===== src/rtl/dc_tag_audit_pkg.sv =====
package dc_tag_audit_pkg;

   localparam int unsigned STATE_W    = 5;
   localparam int unsigned NUM_LEGAL  = 5;

   // coherence codes that mark a resident line
   localparam logic [STATE_W-1:0] LEGAL_CODES [NUM_LEGAL] = '{
      5'h0F,   // shared, coherent
      5'h13,   // exclusive clean, non-coherent
      5'h19,   // exclusive dirty, non-coherent
      5'h16,   // exclusive clean, coherent
      5'h1C    // exclusive dirty, coherent
   };

   typedef enum logic [1:0] {
      WK_IDLE = 2'd0,
      WK_REQ  = 2'd1,
      WK_CHK  = 2'd2
   } walk_state_e;

endpackage


===== src/rtl/dc_tag_decode.sv =====
module dc_tag_decode
   import dc_tag_audit_pkg::*;
#(
   parameter int unsigned HI_W       = 32,
   parameter int unsigned LO_W       = 64,
   parameter int unsigned IDX_W      = 13,
   parameter int unsigned PA_W       = 40,
   parameter int unsigned TAG_LSB    = 13,
   parameter int unsigned SPLIT      = 26,
   parameter int unsigned PAR_HI_BIT = 11,
   parameter int unsigned PAR_LO_BIT = 10,
   parameter int unsigned STATE_LSB  = 25
) (
   input  logic [HI_W-1:0]    tag_hi,
   input  logic [LO_W-1:0]    tag_lo,
   input  logic [IDX_W-1:0]   idx,
   output logic [STATE_W-1:0] state,
   output logic               legal,
   output logic               par_err,
   output logic [PA_W-1:0]    pa
);

   logic [NUM_LEGAL-1:0] hit;
   logic                 hi_par;
   logic                 lo_par;

   assign state = tag_hi[STATE_LSB +: STATE_W];

   for (genvar g = 0; g < NUM_LEGAL; g++) begin : g_code
      assign hit[g] = (state == LEGAL_CODES[g]);
   end

   assign legal  = |hit;

   // even parity over each half of the physical tag
   assign hi_par = ^tag_lo[PA_W-1:SPLIT];
   assign lo_par = ^tag_lo[SPLIT-1:TAG_LSB];

   assign par_err = legal & ((tag_lo[PAR_HI_BIT] ^ hi_par) |
                             (tag_lo[PAR_LO_BIT] ^ lo_par));

   assign pa = {tag_lo[PA_W-1:TAG_LSB], idx};

endmodule


===== src/rtl/dc_tag_walker.sv =====
module dc_tag_walker
   import dc_tag_audit_pkg::*;
#(
   parameter int unsigned WAYS  = 4,
   parameter int unsigned IDX_W = 13,
   localparam int unsigned WAY_W  = (WAYS > 1) ? $clog2(WAYS) : 1,
   localparam int unsigned ADDR_W = WAY_W + IDX_W
) (
   input  logic              clk,
   input  logic              rst_n,
   input  logic              start,
   input  logic [IDX_W-1:0]  set_idx,
   output logic              accept,
   output logic              rd_en,
   output logic [ADDR_W-1:0] rd_addr,
   output logic              chk_en,
   output logic [WAY_W-1:0]  chk_way,
   output logic              last,
   output logic [IDX_W-1:0]  idx_q
);

   localparam logic [WAY_W-1:0] LAST_WAY = WAY_W'(WAYS - 1);

   walk_state_e      st;
   logic [WAY_W-1:0] way;

   assign accept  = start && (st == WK_IDLE);
   assign rd_en   = (st == WK_REQ);
   assign rd_addr = {way, idx_q};
   assign chk_en  = (st == WK_CHK);
   assign chk_way = way;
   assign last    = (way == LAST_WAY);

   always_ff @(posedge clk or negedge rst_n) begin
      if (!rst_n) begin
         st    <= WK_IDLE;
         way   <= '0;
         idx_q <= '0;
      end else begin
         unique case (st)
            WK_IDLE: if (start) begin
               idx_q <= set_idx;
               way   <= '0;
               st    <= WK_REQ;
            end
            WK_REQ:  st <= WK_CHK;
            WK_CHK: begin
               if (last) st <= WK_IDLE;
               else begin
                  way <= way + 1'b1;
                  st  <= WK_REQ;
               end
            end
            default: st <= WK_IDLE;
         endcase
      end
   end

endmodule


===== src/rtl/dc_tag_audit.sv =====
module dc_tag_audit
   import dc_tag_audit_pkg::*;
#(
   parameter int unsigned WAYS       = 4,
   parameter int unsigned IDX_W      = 13,
   parameter int unsigned HI_W       = 32,
   parameter int unsigned LO_W       = 64,
   parameter int unsigned PA_W       = 40,
   parameter int unsigned TAG_LSB    = 13,
   parameter int unsigned SPLIT      = 26,
   parameter int unsigned PAR_HI_BIT = 11,
   parameter int unsigned PAR_LO_BIT = 10,
   parameter int unsigned STATE_LSB  = 25,
   parameter int unsigned LRU_LSB    = 14,
   parameter int unsigned LRU_W      = 8,
   localparam int unsigned WAY_W  = (WAYS > 1) ? $clog2(WAYS) : 1,
   localparam int unsigned ADDR_W = WAY_W + IDX_W
) (
   input  logic                 clk,
   input  logic                 rst_n,
   input  logic                 start,
   input  logic [IDX_W-1:0]     set_idx,
   output logic                 rd_en,
   output logic [ADDR_W-1:0]    rd_addr,
   input  logic [HI_W-1:0]      rd_tag_hi,
   input  logic [LO_W-1:0]      rd_tag_lo,
   output logic                 way_vld,
   output logic [WAY_W-1:0]     way_id,
   output logic [STATE_W-1:0]   way_state,
   output logic                 way_valid,
   output logic [PA_W-1:0]      way_pa,
   output logic                 err_state,
   output logic                 err_addr,
   output logic [LRU_W-1:0]     lru,
   output logic                 done
);

   // elaboration-time parameter checks
   if (IDX_W != TAG_LSB) begin : g_bad_idx
      $error("set index width must equal the physical tag LSB");
   end
   if (!(TAG_LSB < SPLIT && SPLIT < PA_W && PA_W <= LO_W)) begin : g_bad_split
      $error("tag split must lie inside the physical tag");
   end
   if (STATE_LSB + STATE_W > HI_W || LRU_LSB + LRU_W > HI_W) begin : g_bad_hi
      $error("state or LRU field exceeds tag-high width");
   end
   if (PAR_HI_BIT >= TAG_LSB || PAR_LO_BIT >= TAG_LSB) begin : g_bad_par
      $error("parity bits must lie below the physical tag");
   end

   logic               accept;
   logic               chk_en;
   logic [WAY_W-1:0]   chk_way;
   logic               last;
   logic [IDX_W-1:0]   idx_q;
   logic [STATE_W-1:0] dec_state;
   logic               dec_legal;
   logic               dec_par_err;
   logic [PA_W-1:0]    dec_pa;

   dc_tag_walker #(
      .WAYS  (WAYS),
      .IDX_W (IDX_W)
   ) u_walk (
      .clk     (clk),
      .rst_n   (rst_n),
      .start   (start),
      .set_idx (set_idx),
      .accept  (accept),
      .rd_en   (rd_en),
      .rd_addr (rd_addr),
      .chk_en  (chk_en),
      .chk_way (chk_way),
      .last    (last),
      .idx_q   (idx_q)
   );

   dc_tag_decode #(
      .HI_W       (HI_W),
      .LO_W       (LO_W),
      .IDX_W      (IDX_W),
      .PA_W       (PA_W),
      .TAG_LSB    (TAG_LSB),
      .SPLIT      (SPLIT),
      .PAR_HI_BIT (PAR_HI_BIT),
      .PAR_LO_BIT (PAR_LO_BIT),
      .STATE_LSB  (STATE_LSB)
   ) u_dec (
      .tag_hi  (rd_tag_hi),
      .tag_lo  (rd_tag_lo),
      .idx     (idx_q),
      .state   (dec_state),
      .legal   (dec_legal),
      .par_err (dec_par_err),
      .pa      (dec_pa)
   );

   logic unused_bits;
   assign unused_bits = ^{rd_tag_hi, rd_tag_lo};

   always_ff @(posedge clk or negedge rst_n) begin
      if (!rst_n) begin
         way_vld   <= 1'b0;
         way_id    <= '0;
         way_state <= '0;
         way_valid <= 1'b0;
         way_pa    <= '0;
         err_state <= 1'b0;
         err_addr  <= 1'b0;
         lru       <= '0;
         done      <= 1'b0;
      end else begin
         way_vld <= chk_en;
         done    <= chk_en && last;
         if (accept) begin
            err_state <= 1'b0;
            err_addr  <= 1'b0;
         end else if (chk_en) begin
            err_state <= err_state | ~dec_legal;
            err_addr  <= err_addr  | dec_par_err;
         end
         if (chk_en) begin
            way_id    <= chk_way;
            way_state <= dec_state;
            way_valid <= dec_legal;
            way_pa    <= dec_pa;
            if (chk_way == '0) lru <= rd_tag_hi[LRU_LSB +: LRU_W];
         end
      end
   end

endmodule


===== config.mk =====
export PLATFORM = sky130hd
export DESIGN_NAME = dc_tag_audit
export DESIGN_NICKNAME = d
export VERILOG_FILES = /design/src/rtl/dc_tag_audit_pkg.sv /design/src/rtl/dc_tag_decode.sv /design/src/rtl/dc_tag_walker.sv /design/src/rtl/dc_tag_audit.sv
export SDC_FILE = /design/constraint.sdc
export NUM_CORES = 1
export LEC_CHECK = 0
export BUFFER_PORTS_ARGS = -buffer_cell sky130_fd_sc_hd__buf_2
export CAP_MARGIN = 20
export CORE_UTILIZATION = 30
export DETAILED_ROUTE_END_ITERATION = 7
export PLACE_DENSITY = 0.64
export SLEW_MARGIN = 40
export SYNTH_ARGS = -nofsm -noshare
export SYNTH_HDL_FRONTEND = slang
export SYNTH_SLANG_ARGS = --single-unit

===== constraint.sdc =====
create_clock -name clk -period 2.7 [get_ports clk]
set_input_delay 0.27 -clock clk [delete_from_list [all_inputs] [get_ports clk]]
set_output_delay 0.27 -clock clk [all_outputs]
set_load 0.02 [all_outputs]

## Yosys cells after proc, flatten, opt, wreduce, memory -nomap -nowiden

Cells that the tools add are included.

- Flip-flop bits (word level): 77
- Word-level logic and storage cells: 52
- Output and inout port bits: 76
- Bits of input ports: 112

- Reductions and logical operators: 12
- Bitwise operators: 7
- Multiplexer cells: 10
- Equality and inequality tests: 10
- Add/subtract/negate cells: 1

Operators by type and width:

| kind | number |
|---|---|
| $eq A5 B5 Y1 const B | 4 |
| $reduce_xor A14 Y1 | 1 |
| $reduce_xor A13 Y1 | 1 |
| $mux W2 | 3 |
| $pmux W2 S3 | 1 |
| $eq A5 B4 Y1 const B | 1 |
| $mux W1 | 5 |
| $reduce_or A5 Y1 | 1 |
| $eq A2 B2 Y1 const B | 2 |
| $logic_not A2 Y1 | 2 |
| $ne A2 B2 Y1 const B | 2 |
| $pmux W2 S2 | 1 |
| $reduce_and A2 Y1 | 2 |
| $reduce_bool A2 Y1 | 2 |
| $or A1 B1 Y1 | 3 |
| $reduce_and A3 Y1 | 1 |
| $add A2 B1 Y2 const B | 1 |
| $eq A2 B1 Y1 const B | 1 |
| $logic_and A1 B1 Y1 | 2 |
| $xor A1 B1 Y1 | 2 |
| $and A1 B1 Y1 | 1 |
| $not A1 Y1 | 1 |

## Logic depth before layout (Yosys ltp)

- Word-level depth: 7
- Depth in mapped cells: 7
- Depth with buffers taken out: 5

## By module

Synthesis repeated with hierarchy kept, for this count alone.

- Cell total of the unflattened synthesis: 264
- Area total of the unflattened synthesis: 3723.6 µm²

By module, submodules not included:

| module | cells each | sequential area each (µm²) | area an instance (µm²) | times used |
|---|---|---|---|---|
| dc_tag_audit | 129 | 1501.4 | 2213.4 | 1 |
| dc_tag_walker | 62 | 425.4 | 869.6 | 1 |
| dc_tag_decode | 73 | 0.0 | 640.6 | 1 |

## Worst setup path after synthesis

OpenSTA, ideal clock, no wires.

- Path kind: input -> register
- From: input rd_tag_lo[18]
- To: register err_addr
- Cell stages on the path: 5
- Path buffers: 0
- Slack: 1.202 ns
- Library setup time: 0.120 ns
- Required time: 2.580 ns
- Arrival time: 1.379 ns
- Cells stage by stage: xnor2_1 > xnor3_1 > xnor3_1 > nand2_1 > a31o_1

- Cells in the longest elaborated chain, start to end: 7

Ends and longest elaborated chain:

| what | line | RTL |
|---|---|---|
| start, declared | dc_tag_audit.sv:26 | `input logic [LO_W-1:0] rd_tag_lo,` |
| $reduce_xor A13 Y1 | dc_tag_decode.sv:37 | `assign lo_par = ^tag_lo[SPLIT-1:TAG_LSB];` |
| $xor A1 B1 Y1 | dc_tag_decode.sv:40 | `(tag_lo[PAR_LO_BIT] ^ lo_par));` |
| $or A1 B1 Y1 | dc_tag_decode.sv:39 | `assign par_err = legal & ((tag_lo[PAR_HI_BIT] ^ hi_par) \|` |
| $and A1 B1 Y1 | dc_tag_decode.sv:39 |  |
| $or A1 B1 Y1 | dc_tag_audit.sv:121 | `err_addr <= err_addr \| dec_par_err;` |
| $mux W1 | dc_tag_audit.sv:119 | `end else if (chk_en) begin` |
| $mux W1 | dc_tag_audit.sv:116 | `if (accept) begin` |
| end signal, assigned | dc_tag_audit.sv:121 |  |
| end, declared | dc_tag_audit.sv:33 | `output logic err_addr,` |

No other way between the ends. The select of a mux whose other input is x is not followed.
A chain may end at the register's enable or synchronous reset.

## Worst setup path in the final report

- From: register u_walk.st[0]
- To: register lru[1]

- Cells in the longest elaborated chain, start to end: 2

Ends and longest elaborated chain:

| what | line | RTL |
|---|---|---|
| start, declared | dc_tag_walker.sv:24 | `walk_state_e st;` |
| start signal, assigned | dc_tag_walker.sv:36 | `st <= WK_IDLE;` |
| start signal, assigned | dc_tag_walker.sv:44 | `st <= WK_REQ;` |
| start signal, assigned | dc_tag_walker.sv:46 | `WK_REQ: st <= WK_CHK;` |
| $eq A2 B2 Y1 | dc_tag_walker.sv:30 | `assign chk_en = (st == WK_CHK);` |
| $reduce_and A2 Y1 (no line) | n/a |  |
| end signal, assigned | dc_tag_audit.sv:128 | `if (chk_way == '0) lru <= rd_tag_hi[LRU_LSB +: LRU_W];` |
| end, declared | dc_tag_audit.sv:34 | `output logic [LRU_W-1:0] lru,` |

No other way between the ends.

==> results.md <==
- The worst IR drop on VDD is roughly 410 uV.
- The worst path needs just under 2000 ps of the cycle, external delays included.
- The count of endpoints failing hold in the final timing report is 0.
- The slowest stage cell on the critical path is sky130_fd_sc_hd__nand2_1.
- The total number of yosys warnings is 0.
- Across all register-to-register paths, the minimum setup slack is between 700 and 800 ps.
- Adding up every negative setup slack in the final design gives 0 ps.
- Summed over all nets, the half-perimeter wirelength after detailed placement is 4940 um.
- The clock tree from TritonCTS is done.
- STA classifies the critical path startpoint as a register.
- The number of library cell types mapped by synthesis is 23.
- At the end of routability-driven placement, the weighted congestion stood at 0.721.
- In this run the power density over the cells is between 1000 and 1500 nW/um2.
- Setup repair after global routing left no endpoint under its margin.
- The number of setup violations in the final report is 0.
- Clock skew on the completed layout was measured at 5.92 ps.
- The total of flip-flops plus latches after synthesis is a little under 80.
- For the pin with the worst max-slew slack, the measured transition is 721 ps.
- By area the synthesized netlist is led by sky130_fd_sc_hd__dfrtp_1, sky130_fd_sc_hd__nand2_1, sky130_fd_sc_hd__mux2_2.
- The count of antenna diodes in the layout is 0.
- The class of the most critical hold timing path is input port to register.
- In the finished design, the share of the clock period the worst path needs comes to 0.722.
- The largest net degree at the start of global routing is a little under 80.
- The count of buffers from port buffering is 133.
- The effective utilization at floorplan is 0.309.
- The insertion delay to the later sink of the worst-skew pair is between 300 and 400 ps.
- The sequential share of the synthesized area is 0.603.
- The post-detailed-routing wire length is between 7000 and 8000 um.
- In the final layout, the share of cells above drive strength 1 is 0.403.
- The clock transition at the registers of the reported paths is 80 ps.
- The cell count after synthesis is approximately 300.
- The first TritonRoute pass finished after 4 iterations.
- Measured along the y axis, the die boundary spans roughly 110 um.
- The number of hold buffers added after CTS was 1.
- The die boundary width is about 110 um.
- Post-CTS timing repair inserted 0 buffers for setup.
- The number of max-cap violations is 0.
- For the worst setup path, the data arrival time is between 2000 and 2500 ps.
- The final route contains between 2000 and 3000 vias.
- Once the clock tree was built, the resizer swapped 0 gates to a different size.
- The overall die area is 11100 um2.
- For this run, the total global-route usage over all layers was measured as 0.139.
- The root buffer cell chosen for the clock tree is sky130_fd_sc_hd__clkbuf_8.
- CTS built an H-tree with a depth of 3.
- The total clock buffers created by CTS is 9.
- The first global-routing pass estimated about 12000 um of wire.
- In this run the static leakage power is about 2.3 nW.
- The smallest hold slack is between 100 and 150 ps.
- The maximum frequency from static timing analysis is about 0.51 GHz.
- The total nets after synthesis is a little over 400.
- The number of antenna violations at the first check in global routing is 0.
- Using the TritonRoute via totals, the vias-per-cell ratio works out to around 4.3.
- The run finished with clean final reports.
- The share of synthesized area in the top cell type comes to 0.603.
- After detailed routing, the average wire length per cell comes to about 13 um.
- The worst setup path is captured at a register.
- The core region is a little over 10000 um2.
- Data on the critical path is required at its endpoint by slightly below 3000 ps.
- No sink is reached through more buffers than the 2 on the longest clock path.
- For this design the top-level I/O count stands at 188.
- In this run the core area contains 37 standard-cell rows.
- The critical path goes through nand2b_2 -> clkinv_1 -> nand2_1 -> mux2_2.
- The highest net fanout along the worst path is 18.
- For this run, the share of the core covered by cells in the final layout is 0.411.
- The synthesized netlist occupies a cell area of 3190 um2.
- The total overflow reported by the global router is 0.
- The top cell type by total area after synthesis is sky130_fd_sc_hd__dfrtp_1.
- In this run the tightest slew margin relative to its limit is 0.519.
- The area added between synthesis and finish is 32.8%.
- The max-slew violation count was 0.
- The worst stage delay on the critical path is around 500 ps.
- The tree built by TritonCTS fans out to 77 sinks.
- The post-route DRC violation count is 0.
- The via count of the first global-routing pass is roughly 2400.
- At the end of the flow, the number of nets in the layout was between 500 and 600.
- The most common library cell in the layout ignoring fill and taps is sky130_fd_sc_hd__nand2_1.
- After the first detailed-routing iteration, the DRC count stood at between 80 and 90.
- The remaining number of nets flagged by the antenna check after routing is 0.
- The type of the setup path with the least slack is register to register.
- A synthesized cell averages between 10 and 15 um2.
- The top cell types in the final layout, fill and taps aside, are sky130_fd_sc_hd__nand2_1, sky130_fd_sc_hd__buf_2, sky130_fd_sc_hd__dfrtp_1.
## worst max-delay path: cells and delay by family (launching register included)
kind | cells | cell delay, ps
buf+inv | 1 | 430
flops | 1 | 390
mux | 1 | 380
simple gates | 2 | 640
## power by group
part | switching, mW | internal (mW) | total [mW]
registers | 0.298 | 1.71 | 2.01
clock network | 0.430 | 0.515 | 0.945
logic | 1.53 | 0.901 | 2.43
## cell type report
cell class,count,area [um2]
Fill cell,1021,6080
Multi-Input combinational cell,207,1200
Tap cell,136,170
Clock inverter,6,88.8
Sequential cell,77,1930
Timing Repair Buffer,138,712
Clock buffer,9,124
Inverter,5,18.8
## registers in the layout, summed over array words and instances (netlist names)
signal	flops
way_state	5
way_vld	1
lru	8
u_walk.st	2
u_walk.chk_way	2
err_addr	1
way_id	2
err_state	1
way_valid	1
done	1
u_walk.idx_q	13
way_pa	40
## layer usage
metal | global-route usage | wire (um) | up-vias
li1 | - | - | 1213
met1 | 0.178 | 3350 | 1202
met2 | 0.217 | 3360 | 85
met3 | 0.0356 | 407 | 10
met4 | 0.0694 | 118 | 0
met5 | 0 | 0 | -
## cells in the mapped netlist
master	instances
sky130_fd_sc_hd__a31o_1	1
sky130_fd_sc_hd__and2_1	1
sky130_fd_sc_hd__buf_1	1
sky130_fd_sc_hd__buf_2	3
sky130_fd_sc_hd__clkbuf_1	8
sky130_fd_sc_hd__clkinv_1	1
sky130_fd_sc_hd__dfrtp_1	77
sky130_fd_sc_hd__ha_1	2
sky130_fd_sc_hd__inv_1	4
sky130_fd_sc_hd__mux2_2	22
sky130_fd_sc_hd__nand2_1	140
sky130_fd_sc_hd__nand2b_1	2
sky130_fd_sc_hd__nand3_1	2
sky130_fd_sc_hd__nor2_1	2
sky130_fd_sc_hd__nor2b_1	3
sky130_fd_sc_hd__nor3b_2	1
sky130_fd_sc_hd__o21a_1	1
sky130_fd_sc_hd__o21ai_0	5
sky130_fd_sc_hd__or2_2	1
sky130_fd_sc_hd__xnor2_1	16
sky130_fd_sc_hd__xnor2_2	1
sky130_fd_sc_hd__xnor3_1	5
sky130_fd_sc_hd__xor2_1	2
## path summary, 6_finish.rpt
| kind | end | cells past startpoint | start |
|---|---|---|---|
| worst max-delay path | lru[1]$_DFFE_PN0P_ | 4 | u_walk.st[0]$_DFFE_PN0P_ |
| worst min-delay path | way_pa[38]$_DFFE_PN0P_ | 3 | rd_tag_lo[38] |
| worst max register to register | lru[1]$_DFFE_PN0P_ | 4 | u_walk.st[0]$_DFFE_PN0P_ |
| worst min register to register | way_state[3]$_DFFE_PN0P_ | 2 | way_state[3]$_DFFE_PN0P_ |
| max in group asynchronous | way_pa[33]$_DFFE_PN0P_ | 2 | rst_n |
| min in group asynchronous | way_pa[17]$_DFFE_PN0P_ | 2 | rst_n |
## metrics by stage
stage | setup slack (ps) | power [mW] | cells | cell area [um2]
after floorplan | 1200 | 3.61 | 301 | 3190
after global placement | 709 | 4.44 | 562 | 4020
after detailed placement | 687 | 4.50 | 562 | 4020
after CTS | 669 | 5.48 | 578 | 4240
after global routing | 592 | 5.78 | 578 | 4240
final | 749 | 5.38 | 578 | 4240
## cell families (layout without fill, tap and decap cells)
family | count (synthesis) | in the layout | share of synthesized area
muxes | 22 | 22 | 0.0776
xor gates and xnor gates | 24 | 24 | 0.0897
buffers and inverters | 17 | 158 | 0.0211
DFF | 77 | 77 | 0.603
AOI/OAI and AO/OA | 7 | 7 | 0.0129
and+or+nand+nor | 152 | 152 | 0.188
adders and majority gates | 2 | 2 | 0.00783
(Power assumes the default switching activity.)
